`config.mk`:
```
export PLATFORM = sky130hd
export DESIGN_NAME = alu_cc
export DESIGN_NICKNAME = d
export VERILOG_FILES = /design/src/rtl/alu_cc_pkg.sv /design/src/rtl/alu_cc_ctrl.sv /design/src/rtl/alu_cc_flagreg.sv /design/src/rtl/alu_cc_dp.sv /design/src/rtl/alu_cc.sv
export SDC_FILE = /design/constraint.sdc
export NUM_CORES = 1
export LEC_CHECK = 0
export CAP_MARGIN = 20
export CORE_MARGIN = 2
export CORE_UTILIZATION = 48
export DETAILED_ROUTE_END_ITERATION = 8
export HOLD_SLACK_MARGIN = 0.08
export PLACE_DENSITY_LB_ADDON = 0.15
export RECOVER_POWER = 50
export SLEW_MARGIN = 10
export SYNTH_ARGS = -nofsm -noshare
export SYNTH_HDL_FRONTEND = slang
export SYNTH_SLANG_ARGS = --single-unit
```
`constraint.sdc`:
```
create_clock -name clk -period 6.2 [get_ports clk]
set_clock_uncertainty 0.2 [all_clocks]
set_input_delay 1.24 -clock clk [delete_from_list [all_inputs] [get_ports clk]]
set_output_delay 1.24 -clock clk [all_outputs]
set_load 0.01 [all_outputs]
```
`src/rtl/alu_cc_pkg.sv`:
```
package alu_cc_pkg;

  localparam int unsigned OP_W = 5;

  typedef enum logic [OP_W-1:0] {
    OP_NOP = 5'd0,
    OP_ADD = 5'd1,
    OP_SUB = 5'd2,
    OP_OR  = 5'd3,
    OP_AND = 5'd4,
    OP_NOT = 5'd5,
    OP_XOR = 5'd6,
    OP_CMP = 5'd7
  } aluOp_e;

  typedef enum logic [2:0] {
    SEL_ZERO,
    SEL_SUM,
    SEL_OR,
    SEL_AND,
    SEL_NOT,
    SEL_XOR
  } resSel_e;

  // strobes from control to datapath
  typedef struct packed {
    logic    invertB;   // feed ~B into the adder
    logic    carryIn;   // +1 for two's-complement subtract
    logic    arith;     // C and V come from the adder
    logic    showOut;   // put computed value on the result port
    logic    writeReq;  // request register writeback
    logic    flagLoad;  // load condition flags this edge
    resSel_e sel;       // which unit forms the value
  } aluCtrl_t;

  typedef struct packed {
    logic c;
    logic v;
    logic n;
    logic z;
  } ccFlags_t;

endpackage

```
`src/rtl/alu_cc_ctrl.sv`:
```
module alu_cc_ctrl
  import alu_cc_pkg::*;
(
  input  logic [OP_W-1:0] opCode,
  input  logic            updEn,
  output aluCtrl_t        ctrl
);

  logic validOp;

  always_comb begin
    ctrl          = '0;
    ctrl.sel      = SEL_ZERO;
    validOp       = 1'b1;
    case (opCode)
      OP_ADD: begin
        ctrl.sel      = SEL_SUM;
        ctrl.arith    = 1'b1;
        ctrl.showOut  = 1'b1;
        ctrl.writeReq = 1'b1;
      end
      OP_SUB: begin
        ctrl.sel      = SEL_SUM;
        ctrl.invertB  = 1'b1;
        ctrl.carryIn  = 1'b1;
        ctrl.arith    = 1'b1;
        ctrl.showOut  = 1'b1;
        ctrl.writeReq = 1'b1;
      end
      OP_CMP: begin
        // same path as subtract, value kept internal
        ctrl.sel      = SEL_SUM;
        ctrl.invertB  = 1'b1;
        ctrl.carryIn  = 1'b1;
        ctrl.arith    = 1'b1;
      end
      OP_OR: begin
        ctrl.sel      = SEL_OR;
        ctrl.showOut  = 1'b1;
        ctrl.writeReq = 1'b1;
      end
      OP_AND: begin
        ctrl.sel      = SEL_AND;
        ctrl.showOut  = 1'b1;
        ctrl.writeReq = 1'b1;
      end
      OP_NOT: begin
        ctrl.sel      = SEL_NOT;
        ctrl.showOut  = 1'b1;
        ctrl.writeReq = 1'b1;
      end
      OP_XOR: begin
        ctrl.sel      = SEL_XOR;
        ctrl.showOut  = 1'b1;
        ctrl.writeReq = 1'b1;
      end
      default: validOp = 1'b0;
    endcase
    ctrl.flagLoad = updEn & validOp;
  end

endmodule

```
`src/rtl/alu_cc_flagreg.sv`:
```
module alu_cc_flagreg
  import alu_cc_pkg::*;
(
  input  logic     clk,
  input  logic     rst_n,
  input  logic     load,
  input  ccFlags_t nextFlags,
  output ccFlags_t flags
);

  always_ff @(posedge clk or negedge rst_n) begin
    if (!rst_n)
      flags <= '0;
    else if (load)
      flags <= nextFlags;
  end

endmodule

```
`src/rtl/alu_cc_dp.sv`:
```
module alu_cc_dp
  import alu_cc_pkg::*;
#(
  parameter int unsigned DATA_W = 32
) (
  input  logic              clk,
  input  logic              rst_n,
  input  aluCtrl_t          ctrl,
  input  logic [DATA_W-1:0] opA,
  input  logic [DATA_W-1:0] opB,
  output logic [DATA_W-1:0] result,
  output ccFlags_t          flags
);

  localparam int unsigned MSB = DATA_W - 1;

  logic [DATA_W-1:0] bOperand;
  logic [DATA_W:0]   sumWide;
  logic [DATA_W-1:0] rawValue;
  logic              signOvf;
  ccFlags_t          nextFlags;

  assign bOperand = ctrl.invertB ? ~opB : opB;
  assign sumWide  = {1'b0, opA} + {1'b0, bOperand} + {{DATA_W{1'b0}}, ctrl.carryIn};

  // overflow: same-sign adder inputs giving an opposite-sign sum
  assign signOvf  = (opA[MSB] == bOperand[MSB]) && (sumWide[MSB] != opA[MSB]);

  always_comb begin
    case (ctrl.sel)
      SEL_SUM: rawValue = sumWide[DATA_W-1:0];
      SEL_OR:  rawValue = opA | opB;
      SEL_AND: rawValue = opA & opB;
      SEL_NOT: rawValue = ~opA;
      SEL_XOR: rawValue = opA ^ opB;
      default: rawValue = '0;
    endcase
  end

  always_comb begin
    nextFlags.c = ctrl.arith & sumWide[DATA_W];
    nextFlags.v = ctrl.arith & signOvf;
    nextFlags.n = rawValue[MSB];
    nextFlags.z = ~|rawValue;
  end

  assign result = ctrl.showOut ? rawValue : '0;

  alu_cc_flagreg u_flagreg (
    .clk       (clk),
    .rst_n     (rst_n),
    .load      (ctrl.flagLoad),
    .nextFlags (nextFlags),
    .flags     (flags)
  );

endmodule

```
`src/rtl/alu_cc.sv`:
```
module alu_cc
  import alu_cc_pkg::*;
#(
  parameter int unsigned DATA_W = 32
) (
  input  logic              clk,
  input  logic              rst_n,
  input  logic [OP_W-1:0]   opCode,
  input  logic [DATA_W-1:0] opA,
  input  logic [DATA_W-1:0] opB,
  input  logic              updEn,
  output logic [DATA_W-1:0] result,
  output logic              writeReq,
  output logic              flagC,
  output logic              flagV,
  output logic              flagN,
  output logic              flagZ
);

  aluCtrl_t ctrl;
  ccFlags_t flags;

  alu_cc_ctrl u_ctrl (
    .opCode (opCode),
    .updEn  (updEn),
    .ctrl   (ctrl)
  );

  alu_cc_dp #(.DATA_W(DATA_W)) u_dp (
    .clk    (clk),
    .rst_n  (rst_n),
    .ctrl   (ctrl),
    .opA    (opA),
    .opB    (opB),
    .result (result),
    .flags  (flags)
  );

  assign writeReq = ctrl.writeReq;
  assign flagC    = flags.c;
  assign flagV    = flags.v;
  assign flagN    = flags.n;
  assign flagZ    = flags.z;

endmodule

```
==> run summary <==
## Yosys
- sky130_fd_sc_hd__ha_1 — library cell with the largest summed area after synthesis
- 880 — Synth Net Count
- 0.259 — post-synth top area share
- 6.90 µm² — average cell area after synthesis
- 1.00 — proportion of synthesized flip-flops having asynchronous set or reset
- sky130_fd_sc_hd__dfrtp_1 — most frequently used flop master after synthesis
- 0.00487 mm² — Syn Std Cell Area
- 706 — number of instances in the synthesized netlist
- 4 — flop and latch count out of synthesis
- 0.0205 — portion of the post-synthesis area used by sequential elements
- 0 — number of warnings reported in the yosys synthesis log
- 68 — number of distinct library cells after synthesis
- sky130_fd_sc_hd__ha_1 26%, sky130_fd_sc_hd__xnor2_1 7.9%, sky130_fd_sc_hd__inv_1 5.6%, sky130_fd_sc_hd__nor2_1 5.3%, sky130_fd_sc_hd__a21oi_1 5.0% — Area contributors post-synth
- 0 — EDFF count, synth

## Job
- 0 — number of max-capacitance violations reported

## Worst setup path
- u_dp.u_flagreg.flags[3]$_DFFE_PN0P_ — Reg2Reg Capture Point
- 5310 ps — setup slack, reg-to-reg
- 6 — biggest fanout along the worst timing path
- output pin — CP Capture Type
- input pin — sort of element at the start of the critical path
- 4760 ps — Crit path required time
- u_dp.u_flagreg.flags[3]$_DFFE_PN0P_ — RR Startpoint
- input pin to output pin — path type of the worst setup path
- 1 — reg2reg path depth
- 4730 ps — crit path DAT

## Worst hold path
- u_dp.u_flagreg.flags[3]$_DFFE_PN0P_ — Hold EP
- u_dp.u_flagreg.flags[3]$_DFFE_PN0P_ — critical hold path startpoint
- register to register — worst min-delay path class
- 1 — hold path cells

## Drt
- 0 — DRC viols
- 6743 — Via Count
- 511 — Detailed Route Iter0 Violations
- 5 — 1st-pass router iterations
- 20800 µm — wire length reported by the detailed router
- 0 — count of antenna-violating nets left after detailed routing
- 18.8 µm — routed wirelength normalized by instance count
- 6.12 — via/cell ratio

## Clock tree
- 2 — clock tree buffer depth
- 30 ps — register clock-pin slew on the reported worst setup and hold paths
- 220 ps — clock latency on the worst-skew pair
- 1 — number of H-tree levels
- 4 — TritonCTS Sinks
- 3 — clock buffer count from CTS
- done — CTS tree
- 0 — # hold bufs at CTS
- sky130_fd_sc_hd__clkbuf_8 — CTS Root Cell

## Global routing
- 0 — antenna violations before repair
- 31 — maximum number of pins on one net before global-route repair
- 0 — total gr overflow
- 0.360 — global-route usage over all layers
- 32600 µm — first-pass GRT wire length
- 6610 — via count of the first global-routing pass

## Finish
- u_dp.u_flagreg.flags — register with the most flip-flops
- 62.1% — area added between synthesis and finish
- 0.805 — final core occ
- sky130_fd_sc_hd__buf_4 — most frequent standard cell in the layout excluding fill and tap cells
- 0 — diode count
- 692 — count of filler cells inserted in the layout
- 4 — flip-flop count of the largest register after layout
- 0.298 — share of final-layout standard cells stronger than drive strength 1
- 1145 — Post-layout nets
- u_dp.u_flagreg.flags (4) — largest registers
- 177 x sky130_fd_sc_hd__buf_4, 95 x sky130_fd_sc_hd__ha_1, 77 x sky130_fd_sc_hd__clkdlybuf4s50_1 — commonest non-fill, non-tap cells in the layout

## Floorplan
- 105 µm — y dimension of the die
- 36 — standard-cell rows
- 0.00982 mm² — placeable core area
- 105 µm — Die Span X
- 109 — # IOs
- 0.0110 mm² — overall die area
- 0.496 — effective utilization at floorplan

## Placement
- 15100 µm — estimated wirelength of the detail-placed design
- -1120 ps — DP Worst Slack
- 1.03 — final weighted congestion of routability-driven global placement
- 108 — count of port buffers added during placement

## Timing
- 812 ps — transition time at the pin with the least slew margin
- 0.444 — worst max-slew margin expressed relative to the limit
- 6170 ps — final critical delay including setup and external delays
- 0 — number of pins with negative max-slew slack in the final report
- 30.8 ps — fin worst setup slack
- true — setup repair after global routing missed its margin
- 0 — final number of hold-violating endpoints
- 0.995 — share of the cycle needed by the critical path after routing
- 0 — # setup viols final
- 162 MHz — maximum clock frequency

## Power and ir drop
- 3.95 nW — leakage power
- 109 mW/mm² — P per Cell Area
- 67.5 µV — Peak VDD IR

## Run status
- finished, final reports clean — outcome

==> power by group <==
part	internal [mW]	leakage (nW)	switching, mW
logic	0.384	3.88	0.386
clock network	0.0415	0.0216	0.0152
registers	0.0295	0.0545	0.00182
total	0.455	3.95	0.403
==> worst max path at each step <==
stage | from | end | slack, ps | cells past startpoint
after global placement | opCode[1] | result[26] | -950 | 17
after floorplan | opCode[3] | result[26] | 8 | 16
after CTS | opCode[1] | result[26] | -40 | 17
after detailed placement | opCode[1] | result[26] | -1120 | 17
after global routing | opCode[3] | result[28] | -110 | 17
final | opCode[3] | result[30] | 30 | 17
==> cell families (layout without fill, tap and decap cells) <==
family / count (synthesis) / in the layout / synth area share
simple gates: 218 / 219 / 0.216
fa+ha+maj: 102 / 102 / 0.263
compound gates: 216 / 216 / 0.310
mux: 4 / 4 / 0.00821
flops: 4 / 4 / 0.0205
xor+xnor: 55 / 55 / 0.0988
buf+inv: 107 / 369 / 0.0829
==> cell type report <==
class / count / area, µm² / share of cell area
clock buffers: 3 / 41.3 / 0.00523
well taps: 133 / 166 / 0.0211
repair buffers: 293 / 2470 / 0.312
flip-flops and latches: 4 / 100 / 0.0127
inverters: 73 / 274 / 0.0347
multi-input cells: 596 / 4850 / 0.614
==> metrics by stage <==
stage	power, mW	hold slack, ps	instance area, µm²	std cells	setup TNS, ps
floorplan	0.363	314	4880	706	0
global placement	0.661	264	7190	1071	-16430
detailed placement	0.679	286	7190	1071	-18650
CTS	0.791	301	7620	1092	-37.9
global route	0.911	334	7900	1102	-310
finish	0.858	297	7900	1102	0
==> synthesized netlist by cell type, drive strengths merged (6+ instances only) <==
cell / n
o21a: 11
nor3: 19
a22o: 9
a22oi: 9
o21bai: 6
nand2b: 6
o31ai: 8
nand4: 9
o22ai: 18
nand2: 51
a21oi: 49
xor2: 11
a21o: 16
and2: 12
inv: 73
xnor2: 44
a211oi: 10
or2: 6
clkbuf: 30
nand3: 16
nor2: 69
ha: 101
o211ai: 14
o21ai: 28
==> metal layers <==
| metal | global-route usage | up-vias | share of wire | wire length (µm) |
|---|---|---|---|---|
| li1 | - | 3075 | - | - |
| met1 | 0.464 | 3244 | 0.42 | 8640 |
| met2 | 0.630 | 365 | 0.48 | 9970 |
| met3 | 0.0381 | 59 | 0.079 | 1640 |
| met4 | 0.102 | 0 | 0.025 | 526 |
| met5 | 0 | - | 0 | 0 |
==> timing repair <==
item	in CTS	in global routing
pin swaps	43	47
hold endpoints to repair	0	0
cloned	1	0
setup endpoints to repair	30	23
gates resized for setup	111	47
setup buffers	20	11
==> worst max-delay path: stages <==
cell and delay [ps]:
sky130_fd_sc_hd__buf_6 90, sky130_fd_sc_hd__or3b_4 420, sky130_fd_sc_hd__or2_4 330, sky130_fd_sc_hd__buf_6 140
sky130_fd_sc_hd__xnor2_2 120, sky130_fd_sc_hd__ha_1 310, sky130_fd_sc_hd__a21o_1 190, sky130_fd_sc_hd__buf_4 140
sky130_fd_sc_hd__o21bai_4 170, sky130_fd_sc_hd__nor3_2 170, sky130_fd_sc_hd__a31oi_1 120, sky130_fd_sc_hd__a211o_1 330
sky130_fd_sc_hd__a31o_4 260, sky130_fd_sc_hd__xnor2_2 140, sky130_fd_sc_hd__o211ai_1 230, sky130_fd_sc_hd__and2_1 160
sky130_fd_sc_hd__buf_2 130
Power figures use the tool's default switching activity.
